### config.mk
export PLATFORM = sky130hd
export DESIGN_NAME = cplx_pwr_conv
export DESIGN_NICKNAME = d
export VERILOG_FILES = /design/src/rtl/cpc_pkg.sv /design/src/rtl/cpc_in_stage.sv /design/src/rtl/cpc_comp_scale.sv /design/src/rtl/cpc_pwr_scale.sv /design/src/rtl/cplx_pwr_conv.sv
export SDC_FILE = /design/constraint.sdc
export NUM_CORES = 1
export LEC_CHECK = 0
export ABC_AREA = 1
export BUFFER_PORTS_ARGS = -buffer_cell sky130_fd_sc_hd__buf_2
export CORE_MARGIN = 2
export CORE_UTILIZATION = 50
export CTS_CLUSTER_SIZE = 10
export DETAILED_ROUTE_END_ITERATION = 12
export GPL_TIMING_DRIVEN = 0
export PLACE_DENSITY = 0.76
export SLEW_MARGIN = 40
export SYNTH_ARGS = -nofsm -noshare
export SYNTH_HDL_FRONTEND = slang
export SYNTH_SLANG_ARGS = --single-unit
### constraint.sdc
create_clock -name clk -period 14.1 [get_ports clk]
set_input_delay 1.41 -clock clk [delete_from_list [all_inputs] [get_ports clk]]
set_output_delay 1.41 -clock clk [all_outputs]
set_load 0.03 [all_outputs]
### src/rtl/cpc_pkg.sv
package cpc_pkg;
    localparam int CPC_SMP_W  = 12;
    localparam int CPC_GAIN_W = 4;
    localparam int CPC_PWR_W  = 6;
    localparam int CPC_CMP_W  = 5;
    localparam int CPC_BYTE_W = 8;

    typedef enum logic {
        BANK_SCALED = 1'b0,
        BANK_RAW    = 1'b1
    } cpc_bank_e;
endpackage

### src/rtl/cpc_in_stage.sv
module cpc_in_stage #(
    parameter int SMP_W  = 12,
    parameter int GAIN_W = 4
) (
    input  logic              clk,
    input  logic              rst_n,
    input  logic [SMP_W-1:0]  smp_in,
    input  logic [GAIN_W-1:0] gain_in,
    input  logic              diag_en,
    input  logic              diag_wr,
    input  logic [SMP_W-1:0]  diag_wdata,
    output logic [SMP_W-1:0]  conv_smp,
    output logic [GAIN_W-1:0] conv_gain
);
    logic [SMP_W-1:0]  smp_q;
    logic [SMP_W-1:0]  diag_q;
    logic [GAIN_W-1:0] gain_q;

    // live sample register: frozen while the substitute path is active
    always_ff @(posedge clk or negedge rst_n) begin
        if (!rst_n) begin
            smp_q  <= '0;
            gain_q <= '0;
        end else begin
            if (!diag_en) smp_q <= smp_in;
            gain_q <= gain_in;
        end
    end

    // programmable substitute word
    always_ff @(posedge clk or negedge rst_n) begin
        if (!rst_n)       diag_q <= '0;
        else if (diag_wr) diag_q <= diag_wdata;
    end

    always_comb begin
        conv_smp  = diag_en ? diag_q : smp_q;
        conv_gain = gain_q;
    end

    assert_hold_R7: assert property (@(posedge clk) disable iff (!rst_n)
        diag_en |=> $stable(smp_q));

    assert_live_load_R2: assert property (@(posedge clk) disable iff (!rst_n)
        !diag_en |=> smp_q == $past(smp_in));

    assert_diag_load_R8: assert property (@(posedge clk) disable iff (!rst_n)
        diag_wr |=> diag_q == $past(diag_wdata));

    assert_gain_pair_R10: assert property (@(posedge clk) disable iff (!rst_n)
        1'b1 |=> conv_gain == $past(gain_in));
endmodule

### src/rtl/cpc_comp_scale.sv
module cpc_comp_scale #(
    parameter int IN_W  = 6,
    parameter int OUT_W = 5,
    parameter int SH_W  = 4
) (
    input  logic signed [IN_W-1:0]  din,
    input  logic        [SH_W-1:0]  sh,
    output logic signed [OUT_W-1:0] dout
);
    localparam logic signed [IN_W-1:0] MAXV = IN_W'((2 ** (OUT_W - 1)) - 1);
    localparam logic signed [IN_W-1:0] MINV = IN_W'(-(2 ** (OUT_W - 1)));

    logic signed [IN_W-1:0] shifted;

    always_comb begin
        shifted = din >>> sh;
        if (shifted > MAXV)      dout = MAXV[OUT_W-1:0];
        else if (shifted < MINV) dout = MINV[OUT_W-1:0];
        else                     dout = shifted[OUT_W-1:0];
    end

    // the sign survives shifting and clipping
    always_comb begin
        assert_sign_keep_R4: assert ((din < 0) == (dout < 0));
    end
endmodule

### src/rtl/cpc_pwr_scale.sv
module cpc_pwr_scale #(
    parameter int CIN_W = 6,
    parameter int OUT_W = 6,
    parameter int SH_W  = 4
) (
    input  logic signed [CIN_W-1:0] re,
    input  logic signed [CIN_W-1:0] im,
    input  logic        [SH_W-1:0]  sh,
    output logic        [OUT_W-1:0] dout
);
    localparam int SQ_W = 2 * CIN_W;
    localparam logic [SQ_W-1:0] MAXP = SQ_W'((2 ** OUT_W) - 1);

    logic signed [SQ_W-1:0] re_x, im_x, re_sq, im_sq;
    logic        [SQ_W-1:0] mag, shifted;

    always_comb begin
        re_x    = SQ_W'(re);
        im_x    = SQ_W'(im);
        re_sq   = re_x * re_x;
        im_sq   = im_x * im_x;
        mag     = SQ_W'(re_sq) + SQ_W'(im_sq);
        shifted = mag >> sh;
        dout    = (shifted > MAXP) ? MAXP[OUT_W-1:0] : shifted[OUT_W-1:0];
    end

    always_comb begin
        if (re == '0 && im == '0) assert_zero_in_R5: assert (dout == '0);
    end
endmodule

### src/rtl/cplx_pwr_conv.sv
module cplx_pwr_conv
    import cpc_pkg::*;
#(
    parameter int SMP_W  = CPC_SMP_W,
    parameter int GAIN_W = CPC_GAIN_W,
    parameter int PWR_W  = CPC_PWR_W,
    parameter int CMP_W  = CPC_CMP_W,
    parameter int BYTE_W = CPC_BYTE_W
) (
    input  logic              clk,
    input  logic              rst_n,
    input  logic [SMP_W-1:0]  smp_in,
    input  logic [GAIN_W-1:0] gain_in,
    input  logic              diag_en,
    input  logic              bank_sel,
    input  logic              diag_wr,
    input  logic [SMP_W-1:0]  diag_wdata,
    output logic [BYTE_W-1:0] byte0_o,
    output logic [BYTE_W-1:0] byte1_o,
    output logic [PWR_W-1:0]  pwr_o,
    output logic [CMP_W-1:0]  re_o,
    output logic [CMP_W-1:0]  im_o
);
    localparam int HALF_W = SMP_W / 2;
    localparam int RE_LO  = BYTE_W - PWR_W;
    localparam int NCOMP  = 2;

    logic [SMP_W-1:0]  conv_smp;
    logic [GAIN_W-1:0] conv_gain;
    logic [GAIN_W-1:0] cmp_sh, pwr_sh;

    logic signed [HALF_W-1:0] comp_raw [NCOMP];
    logic signed [CMP_W-1:0]  comp_scl [NCOMP];
    logic        [PWR_W-1:0]  pwr_scl;

    logic [PWR_W-1:0] nxt_pwr, pwr_q;
    logic [CMP_W-1:0] nxt_re, nxt_im, re_q, im_q;
    cpc_bank_e        bank;

    cpc_in_stage #(.SMP_W(SMP_W), .GAIN_W(GAIN_W)) u_in (
        .clk        (clk),
        .rst_n      (rst_n),
        .smp_in     (smp_in),
        .gain_in    (gain_in),
        .diag_en    (diag_en),
        .diag_wr    (diag_wr),
        .diag_wdata (diag_wdata),
        .conv_smp   (conv_smp),
        .conv_gain  (conv_gain)
    );

    always_comb begin
        cmp_sh      = conv_gain >> 2;
        pwr_sh      = conv_gain >> 1;
        comp_raw[0] = conv_smp[SMP_W-1 -: HALF_W];
        comp_raw[1] = conv_smp[HALF_W-1:0];
        bank        = cpc_bank_e'(bank_sel);
    end

    for (genvar k = 0; k < NCOMP; k++) begin : g_comp
        cpc_comp_scale #(.IN_W(HALF_W), .OUT_W(CMP_W), .SH_W(GAIN_W)) u_cs (
            .din  (comp_raw[k]),
            .sh   (cmp_sh),
            .dout (comp_scl[k])
        );
    end

    cpc_pwr_scale #(.CIN_W(HALF_W), .OUT_W(PWR_W), .SH_W(GAIN_W)) u_ps (
        .re   (comp_raw[0]),
        .im   (comp_raw[1]),
        .sh   (pwr_sh),
        .dout (pwr_scl)
    );

    always_comb begin
        unique case (bank)
            BANK_SCALED: begin
                nxt_pwr = pwr_scl;
                nxt_re  = comp_scl[0];
                nxt_im  = comp_scl[1];
            end
            BANK_RAW: begin
                nxt_pwr = conv_smp[SMP_W-1 -: PWR_W];
                nxt_re  = conv_smp[SMP_W-2 -: CMP_W];
                nxt_im  = conv_smp[CMP_W-1:0];
            end
            default: begin
                nxt_pwr = '0;
                nxt_re  = '0;
                nxt_im  = '0;
            end
        endcase
    end

    always_ff @(posedge clk or negedge rst_n) begin
        if (!rst_n) begin
            pwr_q <= '0;
            re_q  <= '0;
            im_q  <= '0;
        end else begin
            pwr_q <= nxt_pwr;
            re_q  <= nxt_re;
            im_q  <= nxt_im;
        end
    end

    always_comb begin
        pwr_o   = pwr_q;
        re_o    = re_q;
        im_o    = im_q;
        byte0_o = {pwr_q, re_q[RE_LO-1:0]};
        byte1_o = {re_q[CMP_W-1:RE_LO], im_q};
    end

    assert_raw_bank_R9: assert property (@(posedge clk) disable iff (!rst_n)
        bank_sel |=> pwr_o == $past(conv_smp[SMP_W-1 -: PWR_W]));

    assert_scaled_zero_R5: assert property (@(posedge clk) disable iff (!rst_n)
        (!bank_sel && conv_smp == '0) |=> (pwr_o == '0 && re_o == '0 && im_o == '0));
endmodule

==> out/metrics.cfg <==
[status]
status = finished, final reports clean

[global_route]
grt_usage_pct = 22.7
overflow = 0
grt_pass1_wl_mm = 18.7
grt_max_degree = 44
grt_pass1_vias = 4255
antenna_found_initial = 0

[synthesis]
synth_flop_cell = dfrtp_1
synthCells = 607
synth_area_leaders = fa_1 22%, dfrtp_1 22%, nand2_1 12%
synth.most_common_cell = nand2_1
synth_top_area_share_pct = 22.2
synth_edf_count = 0
syn-num-nets = 732
post_synth_num_cell_types = 43
netlist_area_mm2 = 0.00487
yosysWarnings = 0
synthTopCellsByCount = 162 x nand2_1, 109 x inv_1, 54 x fa_1
synth_largest_area_cell = fa_1
ys_seq_area_share_pct = 22.1
synthArstFlopShare_pct = 100
avgSynthCellArea_um2 = 8.02
ys_ff_latch = 43

[cts]
cts_buffer_depth = 2
cts-buffers-inserted = 5
cts_root_buf = clkbuf_8
cts_hold_buf = 0
cts_resized = 0
htreeDepth = 2
path_clk_slew_ns = 0.09
cts_num_sinks = 43
clk_latency_ns = 0.31
cts_tree = built
postCtsSetupBuffers = 0

[sta]
fmax_mhz = 132
setup_tns_ns = 0
fin_skew_ns = 0.0113
worst_pin_slew_ns = 0.637
slew_headroom_pct = 57.3
setup_slack_ns = 6.52
slew_violations = 0
period_share_pct = 53.8
fin_crit_ns = 7.58
finalSetupViolations = 0
rsz0062_at_grt = no
hold_viol_final = 0

[floorplanning]
die_height_um = 103
std_cell_rows = 36
core_region_area_mm2 = 0.00959
die_w_um = 103
ios = 65
die_area_mm2 = 0.0105
start_util_pct = 50.8

[worst_hold_path]
hold-path-endpoint = u_in.smp_q[6]
hold_start = u_in.smp_q[6]
hold_depth = 2
hold_path.class = reg2reg

[cells_and_area]
areaGrowthSynthToFinish_pct = 12.2
drive_gt1_share_pct = 18.9
multi_input_area_mm2 = 0.00316
antennaDiodeCount = 0
fin_nets = 801
final_core_util_pct = 57.0
n_fill_cell = 873
layout.area.seq_mm2 = 0.00108

[critical_path]
reg2reg_to = pwr_o[0]
crit_family = adder cells
r2r_cells = 28
rr_startpoint = u_in.diag_q[5]
cp_max_fo = 10
cp-start-kind = primary input
critPathMaxStageDelay_ns = 0.55
crit_type = in2reg
endpoint_kind = flop
crit_top_cell = fa_1
worst-endpoint-arrival_ns = 7.78
crit_buf_inv = 10
cp.required_ns = 14.30
r2r_slack_ns = 7.68
slowest_stage = fa_1

[placement]
hpwl_mm = 8.98
io_buffers = 62
post-place-ws_ns = 6.23
place.gp.congestion = 0.920

[detailed_routing]
drt-total-wl_mm = 10.9
wl_per_cell_um = 13.5
drc_errors = 0
vias_per_cell = 5.06
vias = 4098
drt-pass1-iter-count = 6
ant_nets = 0
first_iter_violations = 351

[flow_run]
cap_violations = 0

## sequential cells by signal, summed over array words and instances, names as in the netlist
signal	count
u_in.smp_q	12
re_o	5
pwr_o	6
u_in.diag_q	12
im_o	5
u_in.conv_gain	3
## worst max path at each step
| stage | endpoint | cells after the start | from | slack (ns) |
|---|---|---|---|---|
| 2_1_floorplan | pwr_o[5] | 29 | diag_en | 7.00 |
| 3_3_place_gp | pwr_o[4] | 31 | diag_en | 6.34 |
| 3_5_place_dp | pwr_o[0] | 31 | diag_en | 6.23 |
| 4_1_cts | pwr_o[0] | 31 | diag_en | 6.52 |
| 5_1_grt | pwr_o[2] | 31 | diag_en | 6.11 |
| 6_report | pwr_o[0] | 31 | diag_en | 6.52 |
## final cells by class
class / count / share of cell area, %
multi-input cells: 416 / 57.8
well taps: 133 / 3.04
repair buffers: 62 / 5.72
plain buffers: 32 / 3.64
inverters: 116 / 7.97
flip-flops and latches: 43 / 19.7
clock inverters: 3 / 0.870
clock buffers: 5 / 1.26
## worst min-delay path, delay by kind of cell (launching register included)
kind,cells,cell delay (ns)
DFF,1,0.35
and+or+nand+nor,2,0.12
## routing by layer
metal,global-route usage [%],vias up,part of all wire [%]
li1,-,1979,-
met4,6.36,0,1.4
met3,3.53,26,5.4
met1,29.0,1951,43
met5,0,-,0
met2,39.9,142,51
## placed cells by master (no fill, tap or decap), types with 6 or more instances in the layout
| cell type | netlist | layout |
|---|---|---|
| fa_1 | 54 | 54 |
| nand2_2 | 11 | 11 |
| a21oi_1 | 10 | 10 |
| clkbuf_1 | 7 | 7 |
| o22ai_1 | 6 | 6 |
| buf_4 | 17 | 18 |
| o21ai_0 | 25 | 25 |
| ha_1 | 38 | 38 |
| nand3_1 | 14 | 14 |
| clkbuf_8 | 1 | 6 |
| buf_2 | 4 | 65 |
| nor2_1 | 40 | 40 |
| dfrtp_1 | 43 | 43 |
| nand2_1 | 162 | 162 |
| inv_1 | 109 | 109 |
| mux2_2 | 8 | 8 |
| xnor2_1 | 6 | 6 |
## cells by family after synthesis
| kind of cell | count (synthesis) | share of synthesized area, % |
|---|---|---|
| buffers and inverters | 148 | 13.0 |
| XOR/XNOR | 11 | 2.13 |
| multiplexers | 8 | 1.85 |
| AND/OR/NAND/NOR | 240 | 20.8 |
| AO/OA/AOI/OAI | 65 | 8.12 |
| flip-flops | 43 | 22.1 |
| adder cells (fa/ha/maj) | 92 | 32.0 |
## through the flow
| stage | cell area (um^2) | hold WS, ns | cells |
|---|---|---|---|
| finish | 5470 | 0.488 | 810 |
| global route | 5470 | 0.509 | 810 |
| CTS | 5470 | 0.485 | 810 |
| detailed placement | 5350 | 0.463 | 802 |
| global placement | 5350 | 0.461 | 802 |
| floorplan | 4870 | 0.446 | 607 |
Power is not shown: default switching activity piles up to over one toggle a cycle in this logic, so the estimate is an artifact.
